$ cat src/rtl/dmareg_pkg.sv
package dmareg_pkg;
    localparam int NCH    = 4;
    localparam int CH_W   = $clog2(NCH);
    localparam int AW     = 16;
    localparam int BYTE_W = 8;
    localparam int MODE_W = BYTE_W - CH_W;

    localparam logic [3:0] OFS_CMD     = 4'h8;
    localparam logic [3:0] OFS_MASK1   = 4'hA;
    localparam logic [3:0] OFS_MODE    = 4'hB;
    localparam logic [3:0] OFS_FFCLR   = 4'hC;
    localparam logic [3:0] OFS_MCLR    = 4'hD;
    localparam logic [3:0] OFS_UNMASK  = 4'hE;
    localparam logic [3:0] OFS_MASKALL = 4'hF;

    typedef struct packed {
        logic            ar_wr;
        logic            ar_rd;
        logic [CH_W-1:0] ar_ch;
        logic            ar_is_cnt;
        logic            cmd_wr;
        logic            stat_rd;
        logic            mask1_wr;
        logic            mode_wr;
        logic            ffclr_wr;
        logic            mclr_wr;
        logic            unmask_wr;
        logic            maskall_wr;
    } dec_t;
endpackage

$ cat src/rtl/dmareg_decode.sv
module dmareg_decode
    import dmareg_pkg::*;
(
    input  logic [3:0] off,
    input  logic       wr,
    input  logic       rd,
    output dec_t       dec
);
    logic rd_only;
    logic is_ar;

    always_comb begin
        rd_only        = rd & ~wr;
        is_ar          = ~off[3];
        dec            = '0;
        dec.ar_wr      = wr & is_ar;
        dec.ar_rd      = rd_only & is_ar;
        dec.ar_ch      = off[CH_W:1];
        dec.ar_is_cnt  = off[0];
        dec.cmd_wr     = wr & (off == OFS_CMD);
        dec.stat_rd    = rd_only & (off == OFS_CMD);
        dec.mask1_wr   = wr & (off == OFS_MASK1);
        dec.mode_wr    = wr & (off == OFS_MODE);
        dec.ffclr_wr   = wr & (off == OFS_FFCLR);
        dec.mclr_wr    = wr & (off == OFS_MCLR);
        dec.unmask_wr  = wr & (off == OFS_UNMASK);
        dec.maskall_wr = wr & (off == OFS_MASKALL);
    end
endmodule

$ cat src/rtl/dmareg_chan.sv
module dmareg_chan #(
    parameter int AW_P = 16
) (
    input  logic            clk,
    input  logic            rst_n,
    input  logic            wr_en,
    input  logic            is_cnt,
    input  logic            hi,
    input  logic [AW_P/2-1:0] wbyte,
    input  logic            upd,
    input  logic [AW_P-1:0] upd_addr,
    input  logic [AW_P-1:0] upd_cnt,
    output logic [AW_P-1:0] base_addr,
    output logic [AW_P-1:0] base_cnt,
    output logic [AW_P-1:0] cur_addr,
    output logic [AW_P-1:0] cur_cnt
);
    localparam int HB = AW_P / 2;

    typedef struct packed {
        logic [AW_P-1:0] base_addr;
        logic [AW_P-1:0] base_cnt;
        logic [AW_P-1:0] cur_addr;
        logic [AW_P-1:0] cur_cnt;
    } chan_st_t;

    chan_st_t st_d, st_q;

    always_comb begin
        st_d = st_q;
        if (wr_en) begin
            if (is_cnt) begin
                if (hi) begin
                    st_d.base_cnt[AW_P-1:HB] = wbyte;
                    st_d.cur_cnt[AW_P-1:HB]  = wbyte;
                end else begin
                    st_d.base_cnt[HB-1:0] = wbyte;
                    st_d.cur_cnt[HB-1:0]  = wbyte;
                end
            end else begin
                if (hi) begin
                    st_d.base_addr[AW_P-1:HB] = wbyte;
                    st_d.cur_addr[AW_P-1:HB]  = wbyte;
                end else begin
                    st_d.base_addr[HB-1:0] = wbyte;
                    st_d.cur_addr[HB-1:0]  = wbyte;
                end
            end
        end else if (upd) begin
            st_d.cur_addr = upd_addr;
            st_d.cur_cnt  = upd_cnt;
        end
    end

    always_ff @(posedge clk or negedge rst_n) begin
        if (!rst_n) st_q <= '0;
        else        st_q <= st_d;
    end

    assign base_addr = st_q.base_addr;
    assign base_cnt  = st_q.base_cnt;
    assign cur_addr  = st_q.cur_addr;
    assign cur_cnt   = st_q.cur_cnt;
endmodule

$ cat src/rtl/dmareg_top.sv
module dmareg_top
    import dmareg_pkg::*;
(
    input  logic                clk,
    input  logic                rst_n,
    input  logic [3:0]          cpu_off,
    input  logic                cpu_wr,
    input  logic                cpu_rd,
    input  logic [BYTE_W-1:0]   cpu_wdata,
    output logic [BYTE_W-1:0]   cpu_rdata,
    input  logic [NCH-1:0]      eng_tc,
    input  logic [NCH-1:0]      eng_req,
    input  logic [NCH-1:0]      eng_upd,
    input  logic [NCH*AW-1:0]   eng_cur_addr,
    input  logic [NCH*AW-1:0]   eng_cur_cnt,
    output logic [NCH*AW-1:0]   ch_base_addr,
    output logic [NCH*AW-1:0]   ch_base_cnt,
    output logic [NCH*AW-1:0]   ch_cur_addr,
    output logic [NCH*AW-1:0]   ch_cur_cnt,
    output logic [NCH*MODE_W-1:0] ch_mode,
    output logic [NCH-1:0]      ch_mask,
    output logic [BYTE_W-1:0]   ch_cmd
);
    typedef struct packed {
        logic                        ff;
        logic [NCH-1:0]              mask;
        logic [BYTE_W-1:0]           cmd;
        logic [NCH-1:0]              tc;
        logic [NCH-1:0][MODE_W-1:0]  mode;
    } ctl_t;

    ctl_t ctl_d, ctl_q;
    dec_t dec;
    logic byte_hi;

    logic [AW-1:0] cur_addr_a [NCH];
    logic [AW-1:0] cur_cnt_a  [NCH];
    logic [AW-1:0] rd_word;

    dmareg_decode u_dec (
        .off (cpu_off),
        .wr  (cpu_wr),
        .rd  (cpu_rd),
        .dec (dec)
    );

    for (genvar ch = 0; ch < NCH; ch++) begin : g_ch
        dmareg_chan #(.AW_P(AW)) u_chan (
            .clk       (clk),
            .rst_n     (rst_n),
            .wr_en     (dec.ar_wr && (dec.ar_ch == CH_W'(ch))),
            .is_cnt    (dec.ar_is_cnt),
            .hi        (ctl_q.ff),
            .wbyte     (cpu_wdata),
            .upd       (eng_upd[ch]),
            .upd_addr  (eng_cur_addr[ch*AW +: AW]),
            .upd_cnt   (eng_cur_cnt[ch*AW +: AW]),
            .base_addr (ch_base_addr[ch*AW +: AW]),
            .base_cnt  (ch_base_cnt[ch*AW +: AW]),
            .cur_addr  (cur_addr_a[ch]),
            .cur_cnt   (cur_cnt_a[ch])
        );
        assign ch_cur_addr[ch*AW +: AW]      = cur_addr_a[ch];
        assign ch_cur_cnt[ch*AW +: AW]       = cur_cnt_a[ch];
        assign ch_mode[ch*MODE_W +: MODE_W]  = ctl_q.mode[ch];
    end

    // read path
    always_comb begin
        rd_word = dec.ar_is_cnt ? cur_cnt_a[dec.ar_ch] : cur_addr_a[dec.ar_ch];
        if (dec.ar_rd)
            cpu_rdata = ctl_q.ff ? rd_word[AW-1:AW/2] : rd_word[AW/2-1:0];
        else if (dec.stat_rd)
            cpu_rdata = {eng_req, ctl_q.tc};
        else
            cpu_rdata = '0;
    end

    // control next state
    always_comb begin
        ctl_d = ctl_q;
        if (dec.ar_wr || dec.ar_rd) ctl_d.ff = ~ctl_q.ff;
        if (dec.ffclr_wr)           ctl_d.ff = 1'b0;
        if (dec.cmd_wr)             ctl_d.cmd = cpu_wdata;
        if (dec.stat_rd)            ctl_d.tc = '0;
        if (dec.mask1_wr)           ctl_d.mask[cpu_wdata[CH_W-1:0]] = cpu_wdata[CH_W];
        if (dec.mode_wr)            ctl_d.mode[cpu_wdata[CH_W-1:0]] = cpu_wdata[BYTE_W-1:CH_W];
        if (dec.unmask_wr)          ctl_d.mask = '0;
        if (dec.maskall_wr)         ctl_d.mask = cpu_wdata[NCH-1:0];
        if (dec.mclr_wr) begin
            ctl_d.ff   = 1'b0;
            ctl_d.cmd  = '0;
            ctl_d.tc   = '0;
            ctl_d.mode = '0;
            ctl_d.mask = '1;
        end
        ctl_d.tc = ctl_d.tc | eng_tc;
    end

    always_ff @(posedge clk or negedge rst_n) begin
        if (!rst_n) begin
            ctl_q      <= '0;
            ctl_q.mask <= '1;
        end else begin
            ctl_q <= ctl_d;
        end
    end

    assign ch_mask = ctl_q.mask;
    assign ch_cmd  = ctl_q.cmd;
    assign byte_hi = ctl_q.ff;
endmodule

$ cat config.mk
export PLATFORM = sky130hd
export DESIGN_NAME = dmareg_top
export DESIGN_NICKNAME = d
export VERILOG_FILES = /design/src/rtl/dmareg_pkg.sv /design/src/rtl/dmareg_decode.sv /design/src/rtl/dmareg_chan.sv /design/src/rtl/dmareg_top.sv
export SDC_FILE = /design/constraint.sdc
export NUM_CORES = 1
export LEC_CHECK = 0
export BUFFER_PORTS_ARGS = -buffer_cell sky130_fd_sc_hd__buf_2
export CAP_MARGIN = 20
export CORE_AREA = 2 2 225 227
export CTS_BUF_LIST = sky130_fd_sc_hd__clkbuf_4 sky130_fd_sc_hd__clkbuf_8 sky130_fd_sc_hd__clkbuf_16
export DETAILED_ROUTE_END_ITERATION = 6
export DIE_AREA = 0 0 227 229
export PLACE_DENSITY = 0.56
export SKIP_LAST_GASP = 1
export SLEW_MARGIN = 20
export SYNTH_ARGS = -nofsm -noshare
export SYNTH_HDL_FRONTEND = slang
export SYNTH_SLANG_ARGS = --single-unit
export TNS_END_PERCENT = 30
$ cat constraint.sdc
create_clock -name clk -period 2.41 [get_ports clk]
set_clock_uncertainty 0.1 [all_clocks]
set_input_delay 0 -clock clk [delete_from_list [all_inputs] [get_ports clk]]
set_output_delay 0 -clock clk [all_outputs]
set_load 0.02 [all_outputs]
==> impl_metrics.py, run 1 <==
metrics = {
    "worst_setup_path": {
        "regToRegSetupSlack_ps": 50,
        "rr_endpoint": "g_ch[0].u_chan.cur_addr[3]",
        "timing.rr.start": "byte_hi",
        "cp_max_fo": 3,
        "crit_path_start_kind": "register",
        "r2r_cells": 7,
        "slowest_delay_ps": 510,
        "cp_slowest_cell": "mux4_2",
        "worstPathArrival_ps": 2350,
        "cp.required_ps": 2310,
        "crit_chain": "mux4_2, a22oi_1, o211ai_1, buf_2",
        "endpoint_kind": "primary output",
        "critical_path_class": "register to primary output",
    },
    "final_layout": {
        "nets": 2099,
        "fin_area_sq_mm": 0.02092,
        "drive_gt1_share_pct": 39.04,
        "final_common_cell": "buf_2",
        "final_cell_mix": "buf_2 (452), dfrtp_1 (290), dlygate4sd3_1 (281), nand2_1 (162), a21oi_1 (136)",
        "syn_to_final_growth_pct": 52.91,
        "final_util_pct": 42.12,
    },
    "timing": {
        "setup-violations-final": 2,
        "post-route-min-period_ps": 2453,
        "slew_headroom_pct": 43.77,
        "max_freq_mhz": 407.7,
        "hold_viol": 0,
        "setup_slack_ps": -43.00,
        "maxSlewViolCount": 0,
        "fin_crit_sh_pct": 101.8,
        "worst_slew_pin_slew_ps": 843.5,
        "rsz0062_at_grt": "yes",
    },
    "flow_run": {
        "maxCapViolations": 0,
    },
    "detailed_routing": {
        "totalWireLength_mm": 64.65,
        "ant_nets": 0,
        "routedWlPerCell_um": 24.39,
        "drt_first_pass_iters": 5,
        "drt_iter0_markers": 992,
        "top_layer": "met5",
        "drt-met1-wl_mm": 25.36,
        "wl_met3_mm": 4.992,
        "dr_wl_met2_mm": 30.87,
        "route.vias.total": 12882,
        "vias_per_cell": 4.861,
        "post-route-drc-count": 0,
    },
    "yosys": {
        "ys_seq_elements": 297,
        "synth.distinct_cells": 49,
        "syn_inst": 1209,
        "synth-edff-count": 0,
        "synthArstFlopShare_pct": 100.0,
        "synth_area_per_cell_sq_um": 11.31,
        "ys_warn_count": 0,
        "syn-num-nets": 1365,
        "ys.flop_type": "dfrtp_1",
        "synth_area_sq_mm": 0.01368,
        "ys_seq_area_share_pct": 54.37,
    },
    "global_route": {
        "grt.overflow.total": 0,
        "antenna_found_initial": 9,
        "grt_util_all_layers_pct": 24.44,
        "grt_max_degree": 97,
        "grt_pass1_vias": 13647,
        "grt_first_pass_wirelength_mm": 91.76,
    },
    "placed_design": {
        "gp_congestion": 0.9606,
        "io_buffers": 455,
        "dp_hpwl_mm": 47.43,
        "place_ws_ps": 201.0,
        "placed_cell_area_sq_mm": 0.01675,
    },
    "power_and_ir_drop": {
        "powerDensity_mw_per_mm2": 807.5,
        "p_leak_nw": 10.20,
        "peakVddDrop_v": 0.0007211,
    },
    "floorplanning": {
        "die_y_um": 229,
        "start_util_pct": 27.54,
        "rows": 82,
        "fp.dieW_um": 227,
        "io_pins": 456,
        "die-area_sq_mm": 0.05198,
        "core_sq_mm": 0.04966,
    },
    "clock_tree": {
        "cts.clk_slew.worst_paths_ps": 60,
        "cts_tree": "done",
        "cts_buffer_depth": 3,
        "htreeDepth": 2,
        "cts_buffers": 37,
        "clkLatencyLatePin_ps": 560,
        "cts-root-buf": "clkbuf_16",
        "clock_sinks": 297,
    },
    "hold_path": {
        "hold_class": "primary input to async pin",
    },
    "status": {
        "violations": "setup timing",
        "status": "finished with violations",
    },
}
sequential cells by signal, indices dropped and copies added (netlist names):
| name | flops |
|---|---|
| g_ch.u_chan.cur_addr | 64 |
| g_ch.u_chan.base_cnt | 64 |
| ch_mask | 4 |
| byte_hi | 1 |
| ctl_q | 4 |
| g_ch.u_chan.base_addr | 64 |
| ch_mode | 24 |
| ch_cmd | 8 |
| g_ch.u_chan.cur_cnt | 64 |
worst max path at each step:
| stage | cells after the start | startpoint | end | slack [ps] |
|---|---|---|---|---|
| after floorplan | 7 | byte_hi | g_ch[0].u_chan.cur_addr[13] | 710 |
| after global placement | 6 | cpu_off[1] | cpu_rdata[7] | 230 |
| after detailed placement | 6 | cpu_off[1] | cpu_rdata[7] | 200 |
| after CTS | 6 | byte_hi | cpu_rdata[4] | -50 |
| after global routing | 7 | byte_hi | g_ch[2].u_chan.cur_addr[2] | -50 |
| final | 4 | g_ch[3].u_chan.cur_cnt[3] | cpu_rdata[3] | -40 |
logic make-up (layout without fill, tap and decap cells):
family | Yosys count | in the layout | share of synthesized area (%)
buf+inv | 121 | 882 | 4.976
other cells | 0 | 8 | 0
simple gates | 279 | 279 | 9.788
compound gates | 314 | 314 | 12.16
flops | 297 | 297 | 54.37
mux | 198 | 198 | 18.71
cells in the mapped netlist, types with 8 or more instances:
master	count	area (sq um)
o21ai_0	98	490.5
a21oi_1	136	680.7
o211ai_1	8	60.06
nor2_1	28	105.1
and2_1	30	187.7
o21ai_1	47	235.2
mux2_2	93	1047
mux2_1	28	315.3
buf_2	34	170.2
nand2_1	163	611.8
buf_4	43	322.8
a22oi_1	8	60.06
mux4_2	32	720.7
mux2i_1	43	430.4
clkbuf_1	36	135.1
nand3_1	13	65.06
dfrtp_1	293	7332
timing repair:
item | CTS | global route
setup endpoints to repair | 8 | 37
hold buffers | 280 | 1
pin swaps | 0 | 1
setup buffers | 0 | 6
endpoints found under the hold margin | 357 | 3
resized for setup | 6 | 7
per-layer routing:
layer	track usage [%]	vias up
met5	0	-
met4	12.42	2
met3	5.427	155
met2	41.13	642
met1	29.22	6370
li1	-	5713
cell type report:
type                       instances  area (sq um)
clock buffer                      55          1140
antenna                            8         20.02
clock inverter                    11         97.59
inverter                           3         11.26
sequential                       297          7441
fill                            4853         28740
tap                              672         840.8
multi-input combinational        791          5640
timing repair buffer             813          5724
per-stage QoR:
stage	hold WS, ps	setup TNS [ps]	total power, W	std cells
floorplan	-395.6	0	0.008860	1209
global placement	21.34	0	0.01063	2289
detailed placement	24.06	0	0.01071	2289
CTS	1.361	-169.1	0.01697	2635
global route	63.78	-483.7	0.01759	2646
finish	12.12	-57.61	0.01689	2650
worst max-delay path: cells and delay by family (launching register included):
family                 cells  cell delay (ps)
AOI/OAI and AO/OA          2              610
DFF                        1              480
buffers and inverters      1              190
muxes                      1              510
power by group:
group | total, W | switching, W | internal, W
Clock | 0.00566 | 0.00226 | 0.00339
Sequential | 0.00656 | 0.000676 | 0.00588
Combinational | 0.00467 | 0.00266 | 0.00201
Total | 0.0169 | 0.00560 | 0.0113
(Power assumes the default switching activity.)
==> run 2, diff against run 1 <==
Settings changed: RECOVER_POWER set to 100.
==> run 2 against run 1 <==
Critical path type unchanged. Final cell count did not move. Flip-flop and latch count did not move. Setup slack got worse by 40 ps. Hold slack improved by 18 ps. Cell area fell by 2.1%. Register-to-register slack got worse by 40 ps. Clock power barely moved. Routed wire length rose by 0.12%. Power fell by 1.4%. Clock-buffer cell count did not move. The flow finishes with violations (slew limit, setup timing).
==> impl_metrics.py, run 2 (synthesis results as in run 1) <==
metrics = {
    "status": {
        "status": "finished with violations",
        "violations": "slew limit, setup timing",
    },
    "final_layout": {
        "nets": 2099,
        "final_common_cell": "clkbuf_1",
        "final_cell_mix": "clkbuf_1 (301), dfrtp_1 (291), dlygate4sd3_1 (281), nand2_1 (162), buf_2 (162)",
        "syn_to_final_growth_pct": 49.73,
        "finalNonFillerCells": 2650,
        "drive_gt1_share_pct": 23.71,
        "fill_cells": 5036,
    },
    "floorplanning": {
        "fp.dieW_um": 227,
        "start_util_pct": 27.54,
        "rows": 82,
        "io_pins": 456,
        "die_y_um": 229,
        "die-area_sq_mm": 0.05198,
        "core_sq_mm": 0.04966,
    },
    "global_route": {
        "antenna_found_initial": 9,
        "grt_first_pass_wirelength_mm": 91.76,
        "gr-usage-met3_pct": 5.427,
        "grt_util_all_layers_pct": 24.44,
        "met2_usage_pct": 41.13,
        "grt_pass1_vias": 13647,
        "top_usage_layer": "met2",
        "grt.overflow.total": 0,
        "grt_max_degree": 97,
        "use_met1_pct": 29.22,
    },
    "detailed_routing": {
        "post-route-drc-count": 0,
        "route.vias.total": 12970,
        "routedWlPerCell_um": 24.42,
        "drt_iter0_markers": 932,
        "totalWireLength_mm": 64.72,
        "drt_first_pass_iters": 6,
        "vias_per_cell": 4.894,
        "ant_nets": 0,
    },
    "clock_tree": {
        "cts_buffer_depth": 3,
        "htreeDepth": 2,
        "clkLatencyLatePin_ps": 560,
        "clock_sinks": 297,
        "cts-root-buf": "clkbuf_16",
        "cts.clk_slew.worst_paths_ps": 60,
        "cts_buffers": 37,
        "cts_tree": "done",
    },
    "timing": {
        "setup_slack_ps": -82.98,
        "tns_ps": -107.1,
        "slew_headroom_pct": -0.8499,
        "post-route-min-period_ps": 2493,
        "maxSlewViolCount": 95,
        "hold_viol": 0,
        "worst_slew_pin_slew_ps": 1513,
        "max_freq_mhz": 401.1,
        "fin_crit_sh_pct": 103.4,
        "setup-violations-final": 2,
        "rsz0062_at_grt": "yes",
    },
    "placed_design": {
        "io_buffers": 455,
        "dp.cells": 2289,
        "gp_congestion": 0.9606,
        "dp_hpwl_mm": 47.43,
    },
    "hold_path": {
        "hold_class": "primary input to register",
        "whs_path_depth": 4,
    },
    "worst_setup_path": {
        "endpoint_kind": "primary output",
        "cp.required_ps": 2310,
        "critical_path.top_delay_family": "compound AO/OA/AOI/OAI gates",
        "cp_max_fo": 3,
        "critical_path_class": "register to primary output",
        "crit_path_start_kind": "register",
        "r2r_cells": 7,
        "slowest_delay_ps": 510,
        "worstPathArrival_ps": 2390,
        "crit_chain": "mux4_2, a22oi_1, o211ai_1, buf_2",
        "cp.depth": 4,
        "critPathBufInv": 1,
        "cp_slowest_cell": "mux4_2",
    },
    "power_and_ir_drop": {
        "p_total_w": 0.01666,
        "peakVddDrop_v": 0.0007130,
        "p_leak_nw": 9.164,
        "powerDensity_mw_per_mm2": 813.3,
    },
    "flow_run": {
        "maxCapViolations": 0,
    },
}
-- run 2: cell types whose count changed in the layout (fill, tap and decap cells not counted), sizes merged --
| cell | delta |
|---|---|
| clkbuf | +306 |
| buf | -306 |
-- run 2: what timing repair did --
| item | in CTS | in global routing |
|---|---|---|
| gates cloned | 0 | 0 |
| hold buffers | 280 | 1 |
| endpoints found under the setup margin | 8 | 37 |
| gates resized for setup | 6 | 7 |
| setup buffers | 0 | 6 |
| hold endpoints to repair | 357 | 3 |
| pin swaps | 0 | 1 |
-- run 2: path summary, 6_finish.rpt --
| path | from | end | slack, ps |
|---|---|---|---|
| worst max-delay path | g_ch[3].u_chan.cur_cnt[3] | cpu_rdata[3] | -80 |
| worst min-delay path | cpu_wdata[6] | ch_cmd[6] | 30 |
| worst max register to register | byte_hi | g_ch[0].u_chan.cur_addr[3] | 10 |
| worst min register to register | g_ch[1].u_chan.base_addr[2] | g_ch[1].u_chan.base_addr[2] | 380 |
| max in group asynchronous | rst_n | g_ch[1].u_chan.cur_addr[0] | 310 |
| min in group asynchronous | rst_n | g_ch[2].u_chan.base_cnt[4] | 280 |
-- run 2: through the flow --
stage / hold slack (ps) / utilization, % / setup slack, ps / area (sq um)
after floorplan: -395.6 / - / 714.0 / 13680
after global placement: 21.34 / 33.74 / 233.3 / 16750
after detailed placement: 24.06 / 33.74 / 201.0 / 16750
after CTS: 1.361 / 41.91 / -51.84 / 20810
after global routing: 63.78 / 41.22 / -49.62 / 20470
final: 29.77 / 41.24 / -82.98 / 20480
-- run 2: metal layers --
metal | vias to the layer above | part of all wire [%]
li1 | 5727 | -
met1 | 6433 | 39
met2 | 651 | 48
met3 | 157 | 7.8
met4 | 2 | 5.1
met5 | - | 0.011
-- run 2: layout make-up --
class	instances	area, sq um	share of cell area, %
well taps	672	840.8	4.106
diodes	8	20.02	0.09775
inverters	3	11.26	0.05499
flip-flops and latches	297	7440	36.33
clock inverters	11	97.59	0.4765
repair buffers	813	5290	25.83
clock buffers	55	1140	5.566
multi-input cells	791	5640	27.54
-- run 2: tightest hold or removal path: stages --
cell	delay, ps
buf_2	170
buf_4	250
nand2_1	100
a21oi_1	70
-- run 2: report_power, final --
part	internal [W]	leakage [nW]	switching (W)
clock	0.00339	0.612	0.00226
combinational	0.00175	4.83	0.00266
sequential	0.00588	3.73	0.000701
==> run 3, diff against run 2 <==
Settings changed: RECOVER_POWER 100 to unset, REMOVE_ABC_BUFFERS set to 1.
==> run 3 against run 2 <==
The run ends with DRC left. Routed wire length is 6.6% lower. Largest power group unchanged. Largest cell class unchanged. Critical path depth stayed put. Utilization is 1.0 points lower. Hold slack worse by 13 ps. Setup slack better by 83 ps.
==> impl_metrics.py, run 3 (synthesis results as in run 1) <==
metrics = {
    "global_route": {
        "grt.overflow.total": 0,
        "grt_max_degree": 72,
        "antenna_found_initial": 9,
        "grt_util_all_layers_pct": 23.06,
        "grt_pass1_vias": 12796,
        "grt_first_pass_wirelength_mm": 87.04,
    },
    "floorplanning": {
        "die_y_um": 229,
        "fp.dieW_um": 227,
        "start_util_pct": 27.54,
        "rows": 82,
        "io_pins": 456,
        "die-area_sq_mm": 0.05198,
        "core_sq_mm": 0.04966,
    },
    "final_layout": {
        "nets": 1995,
        "final_cell_mix": "buf_2 (453), dfrtp_1 (293), dlygate4sd3_1 (182), nand2_1 (163), a21oi_1 (136)",
        "final_util_pct": 40.24,
        "drive_gt1_share_pct": 41.30,
        "final_common_cell": "buf_2",
        "syn_to_final_growth_pct": 46.09,
    },
    "worst_setup_path": {
        "cp.required_ps": 2310,
        "critical_path_class": "register to primary output",
        "timing.rr.start": "byte_hi",
        "slowest_delay_ps": 490,
        "setup.worst_path.end": "cpu_rdata[7]",
        "endpoint_kind": "primary output",
        "crit_start": "g_ch[3].u_chan.cur_cnt[7]",
        "rr_endpoint": "g_ch[1].u_chan.cur_addr[15]",
        "regToRegSetupSlack_ps": 20,
        "r2r_cells": 6,
        "crit_chain": "mux4_2, a22oi_2, o211ai_1, buf_2",
        "crit_path_start_kind": "register",
        "cp.depth": 4,
        "critPathBufInv": 1,
        "worstPathArrival_ps": 2310,
        "cp_max_fo": 3,
        "critical_path.top_delay_family": "compound AO/OA/AOI/OAI gates",
        "cp_slowest_cell": "mux4_2",
    },
    "detailed_routing": {
        "ant_nets": 0,
        "route.vias.total": 12391,
        "drt_first_pass_iters": 7,
        "post-route-drc-count": 8,
        "vias_per_cell": 4.876,
        "routedWlPerCell_um": 23.78,
        "totalWireLength_mm": 60.44,
        "drt_iter0_markers": 858,
    },
    "power_and_ir_drop": {
        "peakVddDrop_v": 0.0005247,
        "powerDensity_mw_per_mm2": 828.1,
        "p_leak_nw": 9.765,
    },
    "timing": {
        "rsz0062_at_grt": "yes",
        "max_freq_mhz": 415.0,
        "fin_crit_sh_pct": 99.99,
        "worst_slew_pin_slew_ps": 714.9,
        "setup-violations-final": 0,
        "post-route-min-period_ps": 2410,
        "slew_headroom_pct": 52.24,
        "maxSlewViolCount": 0,
        "hold_viol": 0,
        "setup_slack_ps": 0.1470,
    },
    "status": {
        "violations": "DRC",
        "status": "finished with violations",
    },
    "clock_tree": {
        "cts-root-buf": "clkbuf_16",
        "clkLatencyLatePin_ps": 540,
        "htreeDepth": 2,
        "cts_buffer_depth": 3,
        "cts_tree": "done",
        "cts_buffers": 37,
        "cts.clk_slew.worst_paths_ps": 60,
        "clock_sinks": 297,
    },
    "placed_design": {
        "place_ws_ps": 262.0,
        "io_buffers": 455,
        "gp_congestion": 0.9189,
        "dp_hpwl_mm": 44.20,
    },
    "hold_path": {
        "hold_class": "primary input to register",
        "hp-start": "eng_upd[0]",
    },
    "flow_run": {
        "maxCapViolations": 0,
    },
}
[run 3: cell type report]
type                       count  area, sq um
antenna                        2        5.005
clock buffer                  56         1160
clock inverter                11        77.57
fill                        4874        29680
inverter                       3        11.26
multi-input combinational    791         5685
sequential                   297         7437
tap                          672        840.8
timing repair buffer         709         4765
[run 3: what timing repair did]
item                                   4_1_cts  5_1_grt
pin swaps                                    1        0
gates resized for setup                      2        1
setup endpoints to repair                    3       17
hold buffers                               182        0
buffers inserted                             0        2
endpoints found under the hold margin      460        0
[run 3: worst register-to-register path: stages (launching register included)]
cell and delay (ps):
dfrtp_1 410, nor2b_1 610, buf_4 310, mux2i_2 120
nand2_1 90, o21ai_0 70, dlygate4sd3_1 560
[run 3: how the worst min path moves through the flow]
stage                                        endpoint  depth (start not counted)  slack, ps
after floorplan                               byte_hi                          0       -400
after global placement                     ch_mode[7]                          1       -100
after detailed placement                  ch_mode[10]                          1        -90
after CTS                  g_ch[0].u_chan.cur_addr[6]                          5          1
after global routing       g_ch[0].u_chan.cur_addr[6]                          5         50
final                     g_ch[0].u_chan.cur_addr[11]                          4         20
[run 3: report_power, final]
group	internal, W	switching, W
Combinational	0.00178	0.00266
Sequential	0.00588	0.000608
Clock	0.00334	0.00227
[run 3: layer usage]
layer  up-vias  share of wire, %  GRT usage, %
met5         -              0.15             0
met4        14               3.5         8.803
met3       134               8.0         6.081
met2       557                47         37.18
met1      6158                41         29.55
li1       5528                 -             -
[run 3: stage by stage]
stage | cell area [sq um] | setup TNS (ps) | std cells | hold WS, ps | total power, W
floorplan | 13010 | -9500 | 1091 | -395.6 | 0.008660
global placement | 16870 | 0 | 2288 | -97.04 | 0.01066
CTS | 19940 | 0 | 2537 | 1.331 | 0.01672
finish | 19980 | 0 | 2541 | 17.12 | 0.01655
global route | 19980 | -393.9 | 2541 | 46.48 | 0.01727
detailed placement | 16870 | 0 | 2288 | -85.51 | 0.01074
